==> config.mk <==
export PLATFORM = sky130hd
export DESIGN_NAME = clkalm_evreg
export DESIGN_NICKNAME = d
export VERILOG_FILES = /design/src/rtl/clkalm_pkg.sv /design/src/rtl/clkalm_sync.sv /design/src/rtl/clkalm_edge.sv /design/src/rtl/clkalm_cause.sv /design/src/rtl/clkalm_evreg.sv
export SDC_FILE = /design/constraint.sdc
export NUM_CORES = 1
export LEC_CHECK = 0
export ABC_CLOCK_PERIOD_IN_PS = 2400
export BUFFER_PORTS_ARGS = -buffer_cell sky130_fd_sc_hd__buf_4
export CAP_MARGIN = 20
export CORE_MARGIN = 2
export CORE_UTILIZATION = 55
export CTS_BUF_LIST = sky130_fd_sc_hd__clkbuf_4
export CTS_CLUSTER_SIZE = 30
export DETAILED_ROUTE_END_ITERATION = 8
export GPL_ROUTABILITY_DRIVEN = 1
export HOLD_SLACK_MARGIN = 0.15
export PLACE_DENSITY = 0.79
export SETUP_SLACK_MARGIN = 0.15
export SYNTH_ARGS = -nofsm -noshare
export SYNTH_HDL_FRONTEND = slang
export SYNTH_SLANG_ARGS = --single-unit
==> constraint.sdc <==
create_clock -name clk -period 2.4 [get_ports clk]
set_input_delay 0.48 -clock clk [delete_from_list [all_inputs] [get_ports clk]]
set_output_delay 0.48 -clock clk [all_outputs]
set_load 0.01 [all_outputs]
==> src/rtl/clkalm_pkg.sv <==
package clkalm_pkg;

    localparam int NSRC    = 4;
    localparam int CAUSE_W = 2 * NSRC;
    localparam int DATA_W  = 8;

    // level index: 0 primary lost, 1 secondary lost, 2 holdover, 3 unlock
    typedef enum logic [1:0] {
        RA_STATUS = 2'd0,
        RA_CAUSE  = 2'd1,
        RA_IDENT  = 2'd2,
        RA_NONE   = 2'd3
    } reg_addr_e;

    typedef struct packed {
        logic [NSRC-1:0] fall;
        logic [NSRC-1:0] rise;
    } edge_t;

    // cause layout: even bit = rising change, odd bit = falling change
    function automatic logic [CAUSE_W-1:0] pack_cause(edge_t e);
        logic [CAUSE_W-1:0] c;
        for (int i = 0; i < NSRC; i++) begin
            c[2*i]   = e.rise[i];
            c[2*i+1] = e.fall[i];
        end
        return c;
    endfunction

    // status byte: primary on bit 7 down to unlock on bit 4
    function automatic logic [DATA_W-1:0] pack_status(logic [NSRC-1:0] lvl);
        logic [DATA_W-1:0] s;
        s = '0;
        for (int i = 0; i < NSRC; i++) begin
            s[DATA_W-1-i] = lvl[i];
        end
        return s;
    endfunction

endpackage

==> src/rtl/clkalm_sync.sv <==
module clkalm_sync #(
    parameter int W = 4
) (
    input  logic         clk,
    input  logic         rst,
    input  logic [W-1:0] d,
    output logic [W-1:0] q
);
    logic [W-1:0] meta_q;
    logic [W-1:0] sync_q;
    logic [1:0]   age_q;

    always_ff @(posedge clk) begin
        if (rst) begin
            meta_q <= '0;
            sync_q <= '0;
        end else begin
            meta_q <= d;
            sync_q <= meta_q;
        end
    end

    always_ff @(posedge clk) begin
        if (rst)                age_q <= 2'd0;
        else if (age_q != 2'd2) age_q <= age_q + 2'd1;
    end

    assign q = sync_q;


    sync_delay_chk: assert property (@(posedge clk) disable iff (rst)
        (age_q == 2'd2) |-> (q == $past(d, 2)));

endmodule

==> src/rtl/clkalm_edge.sv <==
module clkalm_edge
    import clkalm_pkg::*;
(
    input  logic            clk,
    input  logic            rst,
    input  logic [NSRC-1:0] cur,
    output edge_t           ev
);
    logic [NSRC-1:0] prev_q;

    always_ff @(posedge clk) begin
        if (rst) prev_q <= '0;
        else     prev_q <= cur;
    end

    genvar g;
    generate
        for (g = 0; g < NSRC; g++) begin : g_det
            assign ev.rise[g] =  cur[g] & ~prev_q[g];
            assign ev.fall[g] = ~cur[g] &  prev_q[g];
        end
    endgenerate


    hist_follow_chk: assert property (@(posedge clk) disable iff (rst)
        !$past(rst) |-> (prev_q == $past(cur)));

endmodule

==> src/rtl/clkalm_cause.sv <==
module clkalm_cause
    import clkalm_pkg::*;
(
    input  logic               clk,
    input  logic               rst,
    input  logic [CAUSE_W-1:0] set,
    input  logic               clr,
    output logic [CAUSE_W-1:0] q
);
    logic [CAUSE_W-1:0] flag_q;

    always_ff @(posedge clk) begin
        if (rst)      flag_q <= '0;
        else if (clr) flag_q <= set;
        else          flag_q <= flag_q | set;
    end

    assign q = flag_q;


    sticky_hold_chk: assert property (@(posedge clk) disable iff (rst)
        !clr |=> ((q & $past(q)) == $past(q)));


    set_wins_chk: assert property (@(posedge clk) disable iff (rst)
        (clr && (set != '0)) |=> ((q & $past(set)) == $past(set)));


    clear_empty_chk: assert property (@(posedge clk) disable iff (rst)
        (clr && (set == '0)) |=> (q == '0));

endmodule

==> src/rtl/clkalm_evreg.sv <==
module clkalm_evreg
    import clkalm_pkg::*;
#(
    parameter logic [3:0] IRQ_LINE = 4'd5
) (
    input  logic       clk,
    input  logic       rst,
    input  logic       pri_los_i,
    input  logic       sec_los_i,
    input  logic       holdover_i,
    input  logic       unlock_i,
    input  logic       irq_en_i,
    input  logic       rd_en_i,
    input  logic [1:0] rd_addr_i,
    output logic [7:0] rd_data_o,
    output logic       irq_o
);
    logic [NSRC-1:0]    lvl_raw;
    logic [NSRC-1:0]    lvl_sync;
    edge_t              ev;
    logic [CAUSE_W-1:0] cause_q;
    logic               clr_cause;
    reg_addr_e          addr;
    logic [DATA_W-1:0]  rd_q;

    assign lvl_raw = {unlock_i, holdover_i, sec_los_i, pri_los_i};
    assign addr    = reg_addr_e'(rd_addr_i);

    clkalm_sync #(.W(NSRC)) u_sync (
        .clk (clk),
        .rst (rst),
        .d   (lvl_raw),
        .q   (lvl_sync)
    );

    clkalm_edge u_edge (
        .clk (clk),
        .rst (rst),
        .cur (lvl_sync),
        .ev  (ev)
    );

    assign clr_cause = rd_en_i && (addr == RA_CAUSE);

    clkalm_cause u_cause (
        .clk (clk),
        .rst (rst),
        .set (pack_cause(ev)),
        .clr (clr_cause),
        .q   (cause_q)
    );

    always_ff @(posedge clk) begin
        if (rst) begin
            rd_q <= '0;
        end else if (rd_en_i) begin
            unique case (addr)
                RA_STATUS: rd_q <= pack_status(lvl_sync);
                RA_CAUSE:  rd_q <= cause_q;
                RA_IDENT:  rd_q <= {4'b0000, IRQ_LINE};
                default:   rd_q <= '0;
            endcase
        end
    end

    assign rd_data_o = rd_q;
    assign irq_o     = irq_en_i && (cause_q != '0);


    cause_read_chk: assert property (@(posedge clk) disable iff (rst)
        clr_cause |=> (rd_data_o == $past(cause_q)));


    ident_read_chk: assert property (@(posedge clk) disable iff (rst)
        (rd_en_i && addr == RA_IDENT) |=> (rd_data_o == {4'b0000, IRQ_LINE}));


    irq_gate_chk: assert property (@(posedge clk) disable iff (rst)
        irq_o |-> irq_en_i);


    reset_clear_chk: assert property (@(posedge clk)
        rst |=> ((cause_q == '0) && (rd_data_o == '0)));

endmodule

Yosys cells after proc, flatten, opt, wreduce, memory -nomap -nowiden

Index checks and enable logic that the tools add are counted.

Muxes and demuxes: 2
Equal/unequal tests: 2
Bitwise gates (word level): 17
Reduce and logical (&&, ||, !) cells: 4

Operator list:

| kind                                                                   | count |
|---|---|
| 8-bit case mux with 3 select lines                                     | 1 |
| 1-bit AND                                                              | 8 |
| 8-bit two-way mux                                                      | 1 |
| 1-bit inverter                                                         | 8 |
| 8-bit OR                                                               | 1 |
| 8-bit nonzero test                                                     | 1 |
| 2-bit by 1-bit equality test with 1-bit output (second input constant) | 1 |
| 2-bit equality test (second input constant)                            | 1 |
| 1-bit logical AND                                                      | 2 |
| 2-bit logical NOT                                                      | 1 |

Logic and storage cells: 30
Output and inout bits: 9
Bits of input ports: 10
Register bits: 28

Longest topological paths before layout

Gate-level depths: netlist of run 1.

Depth in word-level cells: 4
Depth in mapped cells: 3
Depth with buffers taken out: 2

Hierarchy

A second synthesis of run 1 with hierarchy kept.

Cells, all modules: 102
Area, all modules: 1054.8 µm²

Modules (own cells, without submodules):

| module       | area each (µm²) | seq. area each (µm²) | cells each | instances |
|---|---|---|---|---|
| clkalm_evreg | 385.4           | 160.2                | 37         | 1 |
| clkalm_cause | 304.0           | 160.2                | 33         | 1 |
| clkalm_sync  | 210.2           | 160.2                | 16         | 1 |
| clkalm_edge  | 155.1           | 80.1                 | 16         | 1 |

Worst setup path before layout of run 1

OpenSTA, ideal clock, no wires.

Path kind: input -> output
From: input port irq_en_i
To: output port irq_o
Path slack: 1.140 ns
Path buffers: 0
Arrival time: 0.780 ns
Data required time: 1.920 ns
Stages on the path: 1
Cells stage by stage: a21boi_0

Cells in the longest elaborated chain, start to end: 1

RTL lines:

| element           | line               | RTL |
|---|---|---|
| start, declared   | clkalm_evreg.sv:12 | `input logic irq_en_i,` |
| 1-bit logical AND | clkalm_evreg.sv:67 | `assign irq_o = irq_en_i && (cause_q != '0);` |
| end, declared     | clkalm_evreg.sv:16 | `output logic irq_o` |

Every way passes these cells.

Worst setup path after layout of run 1

From: register u_cause.flag_q[0], in the netlist u_cause.q[0]
To: output port irq_o

Cells in the longest elaborated chain, start to end: 2

RTL lines:

| element                | line               | RTL |
|---|---|---|
| start, declared        | clkalm_cause.sv:10 | `logic [CAUSE_W-1:0] flag_q;` |
| start signal, assigned | clkalm_cause.sv:14 | `else if (clr) flag_q <= set;` |
| start signal, assigned | clkalm_cause.sv:15 | `else flag_q <= flag_q \| set;` |
| 8-bit nonzero test     | clkalm_evreg.sv:67 |  |
| 1-bit logical AND      | clkalm_evreg.sv:67 |  |

Every way passes these cells.

==> metrics.yaml, run 1 <==
status:
  result_of_the_run: "completed"
setup_path:
  crit_type: "register to output port"
  endpoint_kind: "output port"
  critical-path-slowest-cell: "sky130_fd_sc_hd__dfxtp_1"
  critical_path.startpoint: "u_cause.q[0]"
  critPathBufInv: 1
  reg2reg_setup_slack_ps: 1570
  crit_cells: 3
  r2r_end: "rd_data_o[2]"
  critPathArrivalTime_ps: 1280
  worst_ep_required_time_ps: 1920
  r2r_start: "u_cause.q[2]"
  setup.worst_path.start_class: "register"
  crit_family: "flip-flops"
  worstSetupEndpoint: "irq_o"
  critical_path_peak_fanout: 3
  critical_path.max_stage_delay_ps: 370
  ff2ff_path_depth: 2
  path_cells: "nor4_1, a21boi_0, buf_4"
timing:
  tns_ps: 0
  final_critical_path_setup_slack_ps: 641
  report.final.setup_viol: 0
  unrepaired_setup_endpoints_after_global_routing: "false"
  tightest_slew_ps: 289
  max_slew_margin: 0.807
  clock_skew_ps: 2.63
  final_min_period_ps: 1760
  slew_viol_final: 0
  timing.final.crit_share: 0.733
  report.final.hold_viol_count: 0
  max_freq_ghz: 0.568
cts:
  clock_tree_from_tritoncts: "done"
  cts-root-to-sink-buffers: 2
  cts_hold_buf: 0
  cts_made_buffers: 3
  htreeDepth: 1
  cts.repair_timing.setup_buffer_count: 0
  clk_latency_ps: 330
  numClockSinks: 28
  clkTransAtPathRegs_ps: 140
  clockRootBuffer: "sky130_fd_sc_hd__clkbuf_4"
  ctsResizeCount: 0
yosys:
  synthXorXnorAreaFrac: 0
  synth_cell_types: 22
  synth.yosys.seq_area_share: 0.566
  syn_avg_cell_area_um2: 11.2
  yosys.area_share.simple: 0.193
  synth_area_um2: 990
  complex_gate_fraction_of_the_synthesized_area: 0.150
  ys_seq_elements: 28
  post_synth_fa_ha_maj_area_fraction: 0
  yosysWarningCount: 0
  main_combinational_cell_family_by_area_after_synthesis: "simple AND/OR/NAND/NOR gates"
  mappedNetlistNets: 98
  synthesis.instances: 88
  yosys-mux-area-fraction: 0.0405
layout:
  commonest_non_fill_non_tap_cells_in_the_layout: "sky130_fd_sc_hd__dfxtp_1, sky130_fd_sc_hd__buf_4, sky130_fd_sc_hd__nor2b_1"
  n_fill_cell: 138
  syn_to_final_growth_pct: 16.4
  layout.nets: 117
  most_common_library_cell_in_the_layout_ignoring_fill_and_taps: "sky130_fd_sc_hd__dfxtp_1"
  regArea_um2: 561
  final_core_util: 0.675
  multi_input_comb_area_um2: 380
  antennaDiodeCount: 0
  post_route_cells_drive_above_1_share: 0.226
pwr:
  power.static_leakage_nw: 0.454
  share_seq_of_total_power: 0.648
  p_switching_mw: 0.180
  cellInternalPower_mw: 0.579
  vdd_ir_drop_max_uv: 437
  part_of_the_power_in_combinational_logic: 0.091
  pwr-share-clk: 0.261
  net_switching_share_of_the_total_power: 0.237
  powerDensity_nw_per_um2: 659
place:
  place_hpwl_mm: 1.30
  port-buffer-count: 18
  pre_cts_ws_ps: 1030
  place_congestion: 0.753
floorplan:
  die_area_um2: 2150
  std_cell_rows: 15
  floorplan.die.width_um: 46.4
  vert_die_dim_um: 46.4
  initial_utilization: 0.579
  io_pins: 19
  core-area_um2: 1710
worst_hold_path:
  hold_path_class: "input pin to register"
  holdPathStages: 2
route:
  dr.pass1.iters: 4
  detail_route.drc_violations: 0
  drt-vias-per-instance: 5.37
  drt_iter0_markers: 17
  route.vias.total: 703
  wirelength_mm: 1.78
  drtAntennaViolNets: 0
  avgRoutedWirePerCell_um: 13.6
global_routing:
  grtUsageTotal: 0.188
  antenna_found_initial: 0
  wire_length_of_the_first_global_routing_pass_mm: 2.75
  grt_pass1_vias: 651
  grt_max_degree: 24
  grt_remaining_overflow: 0
job:
  drv_cap: 0
## routing by layer
layer | routed length [um] | GRT usage
met1 | 809 | 0.214
met2 | 860 | 0.300
met3 | 55 | 0.0353
met4 | 51 | 0.154
met5 | 0 | 0
## metrics by stage
stage / power [mW] / hold slack, ps / instance area (um2) / cells
6_report: 0.759 / 346 / 1150 / 131
5_1_grt: 0.786 / 340 / 1150 / 131
4_1_cts: 0.758 / 353 / 1150 / 131
3_5_place_dp: 0.571 / 429 / 1130 / 127
3_3_place_gp: 0.569 / 420 / 1130 / 127
2_1_floorplan: 0.544 / 414 / 990 / 88
## kinds of logic (layout without fill, tap and decap cells)
family / after synthesis / count (layout)
and+or+nand+nor: 30 / 30
DFF: 28 / 28
AOI/OAI and AO/OA: 17 / 17
buffers and inverters: 9 / 27
muxes: 4 / 4
## worst reg2reg max path, cell delays in order (launching register included)
cell	delay, ps
sky130_fd_sc_hd__dfxtp_1	400
sky130_fd_sc_hd__nand3b_1	100
sky130_fd_sc_hd__a311oi_1	260
## cells in the mapped netlist, drive strengths merged
cell / instances / share of area
dfxtp: 28 / 0.57
nor2b: 12 / 0.076
a32o: 7 / 0.071
nor2: 6 / 0.023
inv: 5 / 0.019
mux2i: 4 / 0.040
o2bb2ai: 4 / 0.035
buf: 3 / 0.027
nand2b: 3 / 0.019
nand3b: 3 / 0.027
a21oi: 2 / 0.010
a311oi: 2 / 0.018
nand4b: 2 / 0.018
nor4: 2 / 0.013
a21boi: 1 / 0.0076
a31o: 1 / 0.0089
clkbuf: 1 / 0.0038
nor3b: 1 / 0.0076
or3b: 1 / 0.011
## state kept, by name, indices dropped and copies added, names as in the netlist
signal,flops
u_cause.q,8
rd_data_o,8
u_sync.meta_q,4
u_edge.prev_q,4
u_sync.q,4
## worst min-delay path by stage
stage                          start                to  slack [ps]
floorplan           u_sync.meta_q[0]       u_sync.q[0]         410
CTS                       holdover_i  u_sync.meta_q[2]         350
finish                    holdover_i  u_sync.meta_q[2]         350
global placement    u_sync.meta_q[1]       u_sync.q[1]         420
detailed placement  u_sync.meta_q[0]       u_sync.q[0]         430
global route               pri_los_i  u_sync.meta_q[0]         340
## power groups by stage
stage	sequential [mW]	clock, mW	combinational, mW
2_1_floorplan	0.501	0	0.0430
3_3_place_gp	0.502	0	0.0669
3_5_place_dp	0.502	0	0.0691
4_1_cts	0.492	0.196	0.0693
5_1_grt	0.495	0.217	0.0746
6_report	0.492	0.198	0.0688
## area by class of cell
| type | count | area share |
|---|---|---|
| flip-flops and latches | 28 | 0.486 |
| multi-input cells | 51 | 0.330 |
| repair buffers | 18 | 0.117 |
| well taps | 25 | 0.0271 |
| clock buffers | 3 | 0.0195 |
| inverters | 5 | 0.0163 |
| clock inverters | 1 | 0.00326 |
No activity file was read; power rests on OpenSTA's default activity.
==> run 2, diff against run 1 <==
--- a/config.mk
+++ b/config.mk
@@ -5,17 +5,17 @@
 export SDC_FILE = /design/constraint.sdc
 export NUM_CORES = 1
 export LEC_CHECK = 0
-export ABC_CLOCK_PERIOD_IN_PS = 2400
+export ABC_CLOCK_PERIOD_IN_PS = 1520
 export BUFFER_PORTS_ARGS = -buffer_cell sky130_fd_sc_hd__buf_4
 export CAP_MARGIN = 20
 export CORE_MARGIN = 2
-export CORE_UTILIZATION = 55
+export CORE_UTILIZATION = 50
 export CTS_BUF_LIST = sky130_fd_sc_hd__clkbuf_4
 export CTS_CLUSTER_SIZE = 30
 export DETAILED_ROUTE_END_ITERATION = 8
 export GPL_ROUTABILITY_DRIVEN = 1
 export HOLD_SLACK_MARGIN = 0.15
-export PLACE_DENSITY = 0.79
+export PLACE_DENSITY = 0.76
 export SETUP_SLACK_MARGIN = 0.15
 export SYNTH_ARGS = -nofsm -noshare
 export SYNTH_HDL_FRONTEND = slang
==> constraint.sdc (replaced) <==
create_clock -name clk -period 1.52 [get_ports clk]
set_input_delay 0.304 -clock clk [delete_from_list [all_inputs] [get_ports clk]]
set_output_delay 0.304 -clock clk [all_outputs]
set_load 0.01 [all_outputs]
==> run 2 against run 1 <==
  * Worst hold slack worse by 160 ps
  * Critical path depth unchanged
  * Cell count grew 4.6%
  * Register-to-register slack got worse by 930 ps
  * Largest power group unchanged
==> metrics.yaml, run 2 (synthesis results as in run 1) <==
setup_path:
  critPathArrivalTime_ps: 1180
  worst_ep_required_time_ps: 1220
  critical_path_peak_fanout: 2
  path_cells: "nor4_2, a21boi_1, buf_4"
  r2r_start: "u_cause.q[0]"
  critical_path.max_stage_delay_ps: 350
  ff2ff_path_depth: 3
  critical-path-slowest-cell: "sky130_fd_sc_hd__dfxtp_2"
  endpoint_kind: "output port"
  r2r_end: "rd_data_o[0]"
  setup.worst_path.start_class: "register"
  reg2reg_setup_slack_ps: 640
  critPathBufInv: 1
  crit_type: "register to output port"
  crit_family: "flip-flops"
route:
  dr.pass1.iters: 4
  detail_route.drc_violations: 0
  drt_iter0_markers: 18
  avgRoutedWirePerCell_um: 12.3
  route.vias.total: 713
  wirelength_mm: 1.69
  drt-vias-per-instance: 5.20
  drtAntennaViolNets: 0
floorplan:
  initial_utilization: 0.515
  vert_die_dim_um: 48.5
  core-area_um2: 1920
  std_cell_rows: 16
  die_area_um2: 2350
  floorplan.die.width_um: 48.5
  io_pins: 19
cts:
  cts-root-to-sink-buffers: 2
  cts_hold_buf: 0
  numClockSinks: 28
  clkTransAtPathRegs_ps: 140
  clock_tree_from_tritoncts: "done"
  cts_made_buffers: 3
  htreeDepth: 1
  clockRootBuffer: "sky130_fd_sc_hd__clkbuf_4"
  clk_latency_ps: 320
global_routing:
  grt_remaining_overflow: 0
  grt.met3_usage: 0.0340
  grtUsageTotal: 0.160
  grt_use_met1: 0.196
  wire_length_of_the_first_global_routing_pass_mm: 2.88
  grt_pass1_vias: 664
  grt_max_degree: 24
  antenna_found_initial: 0
  gr-usage-met2: 0.257
  grt_most_used_layer: "met2"
timing:
  slew_viol_final: 0
  max_slew_margin: 0.830
  whs_ps: 187
  tightest_slew_ps: 255
  final_min_period_ps: 1480
  max_freq_ghz: 0.675
  clock_skew_ps: 7.62
  unrepaired_setup_endpoints_after_global_routing: "true"
  report.final.setup_viol: 0
  timing.final.crit_share: 0.974
  report.final.hold_viol_count: 0
  final_critical_path_setup_slack_ps: 38.9
pwr:
  vdd_ir_drop_max_uv: 814
  power.static_leakage_nw: 0.481
  powerDensity_nw_per_um2: 989
layout:
  syn_to_final_growth_pct: 21.6
  multi_input_comb_area_um2: 393
  most_common_library_cell_in_the_layout_ignoring_fill_and_taps: "sky130_fd_sc_hd__dfxtp_1"
  post_route_cells_drive_above_1_share: 0.318
  commonest_non_fill_non_tap_cells_in_the_layout: "sky130_fd_sc_hd__dfxtp_1, sky130_fd_sc_hd__buf_4, sky130_fd_sc_hd__nor2b_1"
  layout.nets: 121
  n_fill_cell: 169
  layout.cell_area.non_filler_um2: 1200
  regArea_um2: 567
  antennaDiodeCount: 0
worst_hold_path:
  min_to: "u_sync.meta_q[1]"
  min_from: "sec_los_i"
  holdPathStages: 2
  hold_path_class: "input pin to register"
place:
  place_congestion: 0.781
  placedInstanceArea_um2: 1130
  port-buffer-count: 18
  pre_cts_ws_ps: 322
  place_hpwl_mm: 1.20
job:
  drv_cap: 0
status:
  result_of_the_run: "completed"
==> run 2: cell count changes in the layout (fill, tap and decap cells not counted) <==
cell / before / now
sky130_fd_sc_hd__nor4_1: 2 / 0
sky130_fd_sc_hd__nor4_2: 0 / 2
sky130_fd_sc_hd__buf_4: 18 / 22
sky130_fd_sc_hd__a21boi_0: 1 / 0
sky130_fd_sc_hd__a21boi_1: 0 / 1
sky130_fd_sc_hd__dfxtp_2: 0 / 5
sky130_fd_sc_hd__dfxtp_1: 28 / 23
==> run 2: metrics by stage <==
stage	power, mW	utilization	setup TNS, ps	cells
global route	1.24	0.626	-4.57	137
detailed placement	0.900	0.587	0	129
finish	1.19	0.626	0	137
global placement	0.899	0.587	0	129
floorplan	0.859	-	0	88
CTS	1.20	0.626	0	137
==> run 2: power breakdown <==
part / leakage (nW) / internal (mW) / total, mW / switching, mW
Combinational: 0.235 / 0.0652 / 0.118 / 0.0532
Sequential: 0.231 / 0.762 / 0.778 / 0.0157
Clock: 0.0154 / 0.0961 / 0.294 / 0.198
==> run 2: worst max-delay path by stage <==
| stage | from | endpoint | depth (start not counted) |
|---|---|---|---|
| 5_1_grt | u_cause.q[6] | irq_o | 3 |
| 2_1_floorplan | u_cause.q[5] | irq_o | 2 |
| 3_5_place_dp | u_cause.q[0] | irq_o | 3 |
| 6_report | u_cause.q[6] | irq_o | 3 |
| 3_3_place_gp | u_cause.q[0] | irq_o | 3 |
| 4_1_cts | u_cause.q[6] | irq_o | 3 |
==> run 2: area by class of cell <==
cell class                      instances  share of cell area
Timing Repair Buffer                   22               0.137
Tap cell                               27              0.0281
Sequential cell                        28               0.471
Inverter                                5              0.0156
Clock buffer                            3              0.0187
Clock inverter                          1             0.00312
Multi-Input combinational cell         51               0.326
==> run 2: worst reg2reg max path: stages, from the launching register on <==
cell                       delay [ps]
sky130_fd_sc_hd__dfxtp_2          360
sky130_fd_sc_hd__buf_4            120
sky130_fd_sc_hd__nand3b_1          60
sky130_fd_sc_hd__a311oi_1         250
==> run 2: per-layer routing <==
metal,vias to the layer above,wire length (um)
met4,0,48
li1,361,-
met2,18,783
met1,328,779
met5,-,0
met3,6,74
==> run 2: repair_timing <==
item	4_1_cts	5_1_grt
setup buffers	4	0
endpoints found under the setup margin	1	1
pin swaps	3	0
resized for setup	7	1
hold endpoints to repair	0	0
